==> config.mk <==
export PLATFORM = sky130hd
export DESIGN_NAME = nand_bank_seq
export DESIGN_NICKNAME = d
export VERILOG_FILES = /design/src/rtl/nbs_pkg.sv /design/src/rtl/nbs_regs.sv /design/src/rtl/nbs_fsm.sv /design/src/rtl/nand_bank_seq.sv
export SDC_FILE = /design/constraint.sdc
export NUM_CORES = 1
export LEC_CHECK = 0
export BUFFER_PORTS_ARGS = -buffer_cell sky130_fd_sc_hd__buf_2
export CORE_MARGIN = 2
export CORE_UTILIZATION = 45
export CTS_BUF_LIST = sky130_fd_sc_hd__clkbuf_8 sky130_fd_sc_hd__clkbuf_16
export DETAILED_ROUTE_END_ITERATION = 7
export PLACE_DENSITY = 0.67
export SYNTH_ARGS = -nofsm -noshare
export SYNTH_HDL_FRONTEND = slang
export SYNTH_SLANG_ARGS = --single-unit
==> constraint.sdc <==
create_clock -name clk -period 4.3 [get_ports clk]
set_clock_uncertainty 0.15 [all_clocks]
set_input_delay 0.215 -clock clk [delete_from_list [all_inputs] [get_ports clk]]
set_output_delay 0.215 -clock clk [all_outputs]
set_load 0.01 [all_outputs]
==> src/rtl/nbs_pkg.sv <==
package nbs_pkg;

    localparam int REG_W = 32;
    localparam int PH_W  = 8;

    typedef enum logic [2:0] {
        ST_IDLE,
        ST_RBWAIT,
        ST_GAP,
        ST_SETUP,
        ST_STROBE,
        ST_HOLD,
        ST_HIZ
    } seq_state_e;

    typedef enum logic [1:0] {
        KIND_DATA,
        KIND_CMD,
        KIND_ADDR
    } cyc_kind_e;

    typedef struct packed {
        logic [PH_W-1:0] hiz;
        logic [PH_W-1:0] hold;
        logic [PH_W-1:0] strobe;
        logic [PH_W-1:0] setup;
    } phase_times_t;

    localparam logic [1:0] IDX_CTRL   = 2'd0;
    localparam logic [1:0] IDX_STATUS = 2'd1;
    localparam logic [1:0] IDX_TWR    = 2'd2;
    localparam logic [1:0] IDX_TRD    = 2'd3;

endpackage

==> src/rtl/nbs_regs.sv <==
module nbs_regs
    import nbs_pkg::*;
#(
    parameter int GAP_W   = 4,
    parameter int CMD_LSB = 9,
    parameter int ADR_LSB = 13
) (
    input  logic             clk,
    input  logic             rst_n,
    input  logic             wr_en,
    input  logic [1:0]       idx,
    input  logic [REG_W-1:0] wdata,
    output logic [REG_W-1:0] rdata,
    output logic             soft_rst,
    output logic             wait_en,
    output logic             bank_en,
    output logic             wide,
    output logic [GAP_W-1:0] gap_cmd,
    output logic [GAP_W-1:0] gap_addr,
    output phase_times_t     t_wr,
    output phase_times_t     t_rd
);

    localparam logic [REG_W-1:0] GAP_ONES  = {{(REG_W-GAP_W){1'b0}}, {GAP_W{1'b1}}};
    localparam logic [REG_W-1:0] LOW_BITS  = 32'h0000_00DF;
    localparam logic [REG_W-1:0] CTRL_MASK = LOW_BITS | (GAP_ONES << CMD_LSB) | (GAP_ONES << ADR_LSB);

    logic [REG_W-1:0] ctrl_q;
    phase_times_t     twr_q;
    phase_times_t     trd_q;

    always_ff @(posedge clk) begin
        if (!rst_n) begin
            ctrl_q <= '0;
            twr_q  <= '0;
            trd_q  <= '0;
        end else if (wr_en) begin
            unique case (idx)
                IDX_CTRL:   ctrl_q <= wdata & CTRL_MASK;
                IDX_STATUS: ;
                IDX_TWR:    twr_q  <= wdata;
                IDX_TRD:    trd_q  <= wdata;
                default:    ;
            endcase
        end
    end

    always_comb begin
        unique case (idx)
            IDX_CTRL:   rdata = ctrl_q;
            IDX_STATUS: rdata = '0;
            IDX_TWR:    rdata = twr_q;
            IDX_TRD:    rdata = trd_q;
            default:    rdata = '0;
        endcase
    end

    assign soft_rst = ctrl_q[0];
    assign wait_en  = ctrl_q[1];
    assign bank_en  = ctrl_q[2];
    assign wide     = ctrl_q[4];
    assign gap_cmd  = ctrl_q[CMD_LSB +: GAP_W];
    assign gap_addr = ctrl_q[ADR_LSB +: GAP_W];
    assign t_wr     = twr_q;
    assign t_rd     = trd_q;

endmodule

==> src/rtl/nbs_fsm.sv <==
module nbs_fsm
    import nbs_pkg::*;
#(
    parameter int DQ_W  = 16,
    parameter int GAP_W = 4
) (
    input  logic             clk,
    input  logic             rst_n,
    input  logic             start,
    input  logic             req_write,
    input  cyc_kind_e        req_kind,
    input  logic [DQ_W-1:0]  req_data,
    input  logic             active,
    input  logic             wait_en,
    input  logic             wide,
    input  logic             rb,
    input  logic [GAP_W-1:0] gap_cmd,
    input  logic [GAP_W-1:0] gap_addr,
    input  phase_times_t     t_wr,
    input  phase_times_t     t_rd,
    input  logic [DQ_W-1:0]  dq_in,
    output logic             idle,
    output logic             done,
    output logic [DQ_W-1:0]  rd_word,
    output logic             ce_n,
    output logic             cle,
    output logic             ale,
    output logic             we_n,
    output logic             re_n,
    output logic             dq_oe,
    output logic [DQ_W-1:0]  dq_out
);

    localparam int HALF = DQ_W / 2;

    seq_state_e      state_q, state_d;
    logic [PH_W-1:0] cnt_q, cnt_d;
    logic            wr_q;
    cyc_kind_e       kind_q;
    cyc_kind_e       prev_q;
    logic [DQ_W-1:0] data_q;

    logic            sel_wr;
    cyc_kind_e       sel_kind;
    phase_times_t    sel_t;
    logic            need_gap;
    logic [PH_W-1:0] gap_load;
    logic            on_bus;

    function automatic logic [PH_W-1:0] span(input logic [PH_W-1:0] f);
        return (f == '0) ? '0 : f - 1'b1;
    endfunction

    // Attributes of the cycle being decided: live inputs in IDLE, latched afterwards
    always_comb begin
        sel_wr   = (state_q == ST_IDLE) ? req_write : wr_q;
        sel_kind = (state_q == ST_IDLE) ? req_kind  : kind_q;
        sel_t    = sel_wr ? t_wr : t_rd;
        need_gap = 1'b0;
        gap_load = '0;
        if (!sel_wr && sel_kind == KIND_DATA) begin
            if (prev_q == KIND_CMD && gap_cmd != '0) begin
                need_gap = 1'b1;
                gap_load = PH_W'(gap_cmd) - 1'b1;
            end else if (prev_q == KIND_ADDR && gap_addr != '0) begin
                need_gap = 1'b1;
                gap_load = PH_W'(gap_addr) - 1'b1;
            end
        end
    end

    // Next-state decision
    always_comb begin
        state_d = state_q;
        cnt_d   = cnt_q;
        unique case (state_q)
            ST_IDLE: begin
                if (start) begin
                    if (wait_en && !rb) begin
                        state_d = ST_RBWAIT;
                    end else if (need_gap) begin
                        state_d = ST_GAP;
                        cnt_d   = gap_load;
                    end else begin
                        state_d = ST_SETUP;
                        cnt_d   = span(sel_t.setup);
                    end
                end
            end
            ST_RBWAIT: begin
                if (rb) begin
                    if (need_gap) begin
                        state_d = ST_GAP;
                        cnt_d   = gap_load;
                    end else begin
                        state_d = ST_SETUP;
                        cnt_d   = span(sel_t.setup);
                    end
                end
            end
            ST_GAP: begin
                if (cnt_q != '0) begin
                    cnt_d = cnt_q - 1'b1;
                end else begin
                    state_d = ST_SETUP;
                    cnt_d   = span(sel_t.setup);
                end
            end
            ST_SETUP: begin
                if (cnt_q != '0) begin
                    cnt_d = cnt_q - 1'b1;
                end else begin
                    state_d = ST_STROBE;
                    cnt_d   = span(sel_t.strobe);
                end
            end
            ST_STROBE: begin
                if (cnt_q != '0) begin
                    cnt_d = cnt_q - 1'b1;
                end else begin
                    state_d = ST_HOLD;
                    cnt_d   = span(sel_t.hold);
                end
            end
            ST_HOLD: begin
                if (cnt_q != '0) begin
                    cnt_d = cnt_q - 1'b1;
                end else begin
                    state_d = ST_HIZ;
                    cnt_d   = span(sel_t.hiz);
                end
            end
            ST_HIZ: begin
                if (cnt_q != '0) begin
                    cnt_d = cnt_q - 1'b1;
                end else begin
                    state_d = ST_IDLE;
                end
            end
            default: begin
                state_d = ST_IDLE;
                cnt_d   = '0;
            end
        endcase
    end

    // State register and the per-cycle latches
    always_ff @(posedge clk) begin
        if (!rst_n) begin
            state_q <= ST_IDLE;
            cnt_q   <= '0;
            wr_q    <= 1'b0;
            kind_q  <= KIND_DATA;
            prev_q  <= KIND_DATA;
            data_q  <= '0;
            rd_word <= '0;
        end else begin
            state_q <= state_d;
            cnt_q   <= cnt_d;
            if (state_q == ST_IDLE && start) begin
                wr_q   <= req_write;
                kind_q <= req_kind;
                data_q <= wide ? req_data : {{(DQ_W-HALF){1'b0}}, req_data[HALF-1:0]};
            end
            if (state_q == ST_STROBE && cnt_q == '0 && !wr_q) begin
                rd_word <= wide ? dq_in : {{(DQ_W-HALF){1'b0}}, dq_in[HALF-1:0]};
            end
            if (state_q == ST_HIZ && cnt_q == '0) begin
                prev_q <= kind_q;
            end
        end
    end

    // Pin outputs
    always_comb begin
        on_bus = (state_q == ST_SETUP) || (state_q == ST_STROBE) || (state_q == ST_HOLD);
        ce_n   = !active;
        cle    = on_bus && (kind_q == KIND_CMD);
        ale    = on_bus && (kind_q == KIND_ADDR);
        we_n   = !((state_q == ST_STROBE) && wr_q);
        re_n   = !((state_q == ST_STROBE) && !wr_q);
        dq_oe  = on_bus && wr_q;
        dq_out = dq_oe ? data_q : '0;
        idle   = (state_q == ST_IDLE);
        done   = (state_q == ST_HIZ) && (cnt_q == '0);
    end

endmodule

==> src/rtl/nand_bank_seq.sv <==
module nand_bank_seq
    import nbs_pkg::*;
#(
    parameter int ADDR_W  = 18,
    parameter int CLE_BIT = 16,
    parameter int ALE_BIT = 17,
    parameter int DQ_W    = 16,
    parameter int GAP_W   = 4
) (
    input  logic              clk,
    input  logic              rst_n,
    input  logic              cpu_req,
    input  logic              cpu_we,
    input  logic              cpu_win,
    input  logic [ADDR_W-1:0] cpu_addr,
    input  logic [REG_W-1:0]  cpu_wdata,
    output logic [REG_W-1:0]  cpu_rdata,
    output logic              cpu_ready,
    output logic              nand_ce_n,
    output logic              nand_cle,
    output logic              nand_ale,
    output logic              nand_we_n,
    output logic              nand_re_n,
    output logic [DQ_W-1:0]   nand_dq_out,
    output logic              nand_dq_oe,
    input  logic [DQ_W-1:0]   nand_dq_in,
    input  logic              nand_rb
);

    localparam int PAD_W = REG_W - DQ_W;

    logic             soft_rst, wait_en, bank_en, wide;
    logic [GAP_W-1:0] gap_cmd, gap_addr;
    phase_times_t     t_wr, t_rd;
    logic [REG_W-1:0] reg_rdata;
    logic             active, seq_idle, seq_done, reg_wr, start;
    cyc_kind_e        win_kind;
    logic [DQ_W-1:0]  rd_word;

    assign active   = bank_en && !soft_rst;
    assign win_kind = cpu_addr[CLE_BIT] ? KIND_CMD :
                      (cpu_addr[ALE_BIT] ? KIND_ADDR : KIND_DATA);
    assign reg_wr   = cpu_req && !cpu_win && cpu_we && seq_idle;
    assign start    = cpu_req && cpu_win && active && seq_idle;

    nbs_regs #(
        .GAP_W (GAP_W)
    ) u_regs (
        .clk      (clk),
        .rst_n    (rst_n),
        .wr_en    (reg_wr),
        .idx      (cpu_addr[3:2]),
        .wdata    (cpu_wdata),
        .rdata    (reg_rdata),
        .soft_rst (soft_rst),
        .wait_en  (wait_en),
        .bank_en  (bank_en),
        .wide     (wide),
        .gap_cmd  (gap_cmd),
        .gap_addr (gap_addr),
        .t_wr     (t_wr),
        .t_rd     (t_rd)
    );

    nbs_fsm #(
        .DQ_W  (DQ_W),
        .GAP_W (GAP_W)
    ) u_fsm (
        .clk       (clk),
        .rst_n     (rst_n),
        .start     (start),
        .req_write (cpu_we),
        .req_kind  (win_kind),
        .req_data  (cpu_wdata[DQ_W-1:0]),
        .active    (active),
        .wait_en   (wait_en),
        .wide      (wide),
        .rb        (nand_rb),
        .gap_cmd   (gap_cmd),
        .gap_addr  (gap_addr),
        .t_wr      (t_wr),
        .t_rd      (t_rd),
        .dq_in     (nand_dq_in),
        .idle      (seq_idle),
        .done      (seq_done),
        .rd_word   (rd_word),
        .ce_n      (nand_ce_n),
        .cle       (nand_cle),
        .ale       (nand_ale),
        .we_n      (nand_we_n),
        .re_n      (nand_re_n),
        .dq_oe     (nand_dq_oe),
        .dq_out    (nand_dq_out)
    );

    always_comb begin
        cpu_ready = seq_done || (cpu_req && seq_idle && (!cpu_win || !active));
        if (!cpu_win)
            cpu_rdata = reg_rdata;
        else if (seq_done)
            cpu_rdata = {{PAD_W{1'b0}}, rd_word};
        else
            cpu_rdata = '0;
    end

endmodule

==> impl_results.md <==
* Status: finished, final reports clean
* DR vias at 8678
* Port buffer count at 112
* DR vias/cell at 5.832
* Yosys warning count at 0
* Area leader, netlist: dfxtp_1
* Router iterations before antenna repair at 6
* Antenna Cells at 0
* Hold WC Path Type: in -> reg
* # IOs at 127
* Final std cells w/o fill at 1488
* Final Worst Setup Slack at 0.2342 ns
* ANT nets after route at 0
* Final setup viols at 0
* Worst Tran Pin Value at 0.9320 ns
* Worst vdd ir at 0.3147 mV
* Final hold slack at 0.1993 ns
* Initial Util at 0.4595
* CTS max path bufs at 2
* Synth cell types at 68
* Final instance area at 9828 µm²
* Worst slack, placed at 0.3368 ns
* Setup TNS at 0 ns
* CTS H-tree lvls at 4
* Minimum clock period at 4.066 ns
* Peak fanout along the critical path at 14
* Tcrit/Tclk final at 0.9455
* Syn Nets at 1198
* Fillcell total at 1658
* Critical path capture point type: flop
* Average cell area after synthesis at 7.141 µm²
* CP Data Arrival Time at 4.20 ns
* Final-stage net count at 1335
* TritonCTS clock tree: yes
* Vias in the first global route at 8027
* Final-report max-slew violation count at 0
* Routed len/inst at 18.52 µm
* Post-CTS setup buffers at 0
* Worst-Skew Late Latency at 0.43 ns
* Post-DP Area at 8710 µm²
* Seq/Total Area, Yosys at 0.3199
* CP peak stage delay at 0.73 ns
* Synth top area cells: dfxtp_1 32%, nand2_1 13%, a21oi_1 10%, mux2i_1 6.3%, nor2_1 3.8%
* Max-cap violations at 0
* Worst path required time at 4.43 ns
* CTS Buf Count at 17
* Most common flop cell mapped by yosys: dfxtp_1
* Multi-input gate area at 5046 µm²
* Area delta synth->final at 23.66%
* Max Fclk at 246.0 MHz
* P_leak at 3.883 nW
* Clock Sinks at 127
* Slowest cell on crit path: or4b_1
* Share of cells above drive strength 1 at 0.1496
* Largest net degree at the start of global routing at 54
* Commonest non-fill, non-tap cell in the layout: nand2_1
* DRC Markers at 0
* Hold Fails Final Rpt at 0
* Netlist Area Pre-Place at 7948 µm²
* Routability cong. at 0.9891
* Async set-reset flop share out of synthesis at 0
* Die H at 136.9 µm
* Critical Setup Path Class: reg -> reg
* R2R Setup Slk at 0.23 ns
* Routed WL at 27.56 mm
* Setup repair after global routing missed its margin: no
* Most frequent CP cell: or4b_1
* Post-Syn Instances at 1113
* Antenna violations before repair at 0
* Row cnt at 48
* EDFF count, synth at 0
* CTS root buffer: clkbuf_16
* CP bufs+invs at 1
* Relative slew slack at 0.3770
* Power per cell area at 450.3 nW/µm²
* DR iter-0 viols at 931
* Reg clk slew, reported paths at 0.06 ns
* Register Area at 2542 µm²
* GRT overflow at 0
* Total GRT Usage at 0.2972
* Most frequent cells in the layout: 269 x nand2_1, 163 x a21oi_1, 127 x dfxtp_1, 112 x buf_2, 80 x nor2_1
* Placed insts at 1404
* Util after Layout at 0.5682
* Family with the most delay on the worst path: simple AND/OR/NAND/NOR gates
* Yosys reg bits at 127
* Synth top area share at 0.3199
* DPL Wire Length at 19.24 mm
* Core box area at 17300 µm²
* Crit-path cells: or4b_1, nand2_2, mux2i_1, ha_1, or4b_1, o21ai_2, a211o_1, nor2_1, nor4_1, buf_4, a221oi_1
* Die ar. at 18740 µm²
* First-pass GRT wire length at 42.99 mm
* Total power at 4.426 mW
* Die extent in x at 136.9 µm
* CP startpoint kind: flop
[registers in the layout (all words and copies together) (netlist names)]
name / count
u_regs.t_rd: 32
u_regs.t_wr: 32
u_fsm.data_q: 16
u_fsm.rd_word: 16
u_regs.ctrl_q: 15
u_fsm.cnt_q: 8
u_fsm.state_q: 3
u_fsm.kind_q: 2
u_fsm.prev_q: 2
u_fsm.wr_q: 1
[worst min-delay path, cell delays in order]
cell	delay [ns]
buf_2	0.11
nand2b_1	0.13
nand3_1	0.08
a21oi_1	0.14
nor3_1	0.06
[cells by family (layout without fill, tap and decap cells)]
logic type / count (synthesis) / count (layout) / synth area share
AND/OR/NAND/NOR: 507 / 507 / 0.2928
AO/OA/AOI/OAI: 285 / 285 / 0.2136
flip-flops: 127 / 127 / 0.3199
adder cells (fa/ha/maj): 13 / 13 / 0.02047
multiplexers: 53 / 53 / 0.06722
XOR/XNOR: 37 / 37 / 0.04077
buffers and inverters: 91 / 241 / 0.04518
[synth_stat cells, drive strengths merged (6+ instances only)]
cell / instances
o31ai: 6
a21oi: 163
nor2: 81
nor4: 12
nand2: 270
o211ai: 11
buf: 8
nor3: 21
or4: 8
o21ai: 36
xor2: 22
xnor2: 15
dfxtp: 127
nor3b: 14
clkbuf: 67
mux2i: 50
inv: 16
nand3: 31
a31oi: 8
or3: 9
nand2b: 12
and2: 23
ha: 13
[area by class of cell]
class	count	area share
Multi-Input combinational cell	895	0.5134
Sequential cell	127	0.2587
Timing Repair Buffer	193	0.1321
Clock buffer	17	0.04328
Tap cell	225	0.02864
Clock inverter	15	0.01757
Inverter	16	0.006238
[path summary, 6_finish.rpt]
path | depth (start not counted) | to | start
max | 11 | u_fsm.cnt_q[4]$_SDFFE_PN0P_ | u_fsm.state_q[0]$_SDFFE_PN0P_
min | 5 | u_fsm.state_q[0]$_SDFFE_PN0P_ | nand_rb
max reg2reg | 11 | u_fsm.cnt_q[4]$_SDFFE_PN0P_ | u_fsm.state_q[0]$_SDFFE_PN0P_
min reg2reg | 2 | u_fsm.data_q[8]$_SDFFE_PN0P_ | u_fsm.data_q[8]$_SDFFE_PN0P_
[layer usage]
layer / global-route usage / up-vias / part of all wire
li1: - / 4171 / -
met1: 0.4190 / 4046 / 0.44
met2: 0.4478 / 409 / 0.44
met3: 0.06000 / 52 / 0.088
met4: 0.1094 / 0 / 0.024
met5: 0 / - / 0
[where the power goes]
group | leakage (nW) | switching (mW) | internal (mW)
combinational | 2.57 | 1.05 | 0.590
clock | 0.284 | 0.613 | 0.870
sequential | 1.02 | 0.0758 | 1.22
total | 3.88 | 1.74 | 2.68
[repair_timing]
action / 4_1_cts / 5_1_grt
hold endpoints to repair: 119 / 0
gates resized for setup: 0 / 0
hold buffers: 52 / 0
Power figures use the tool's default switching activity.
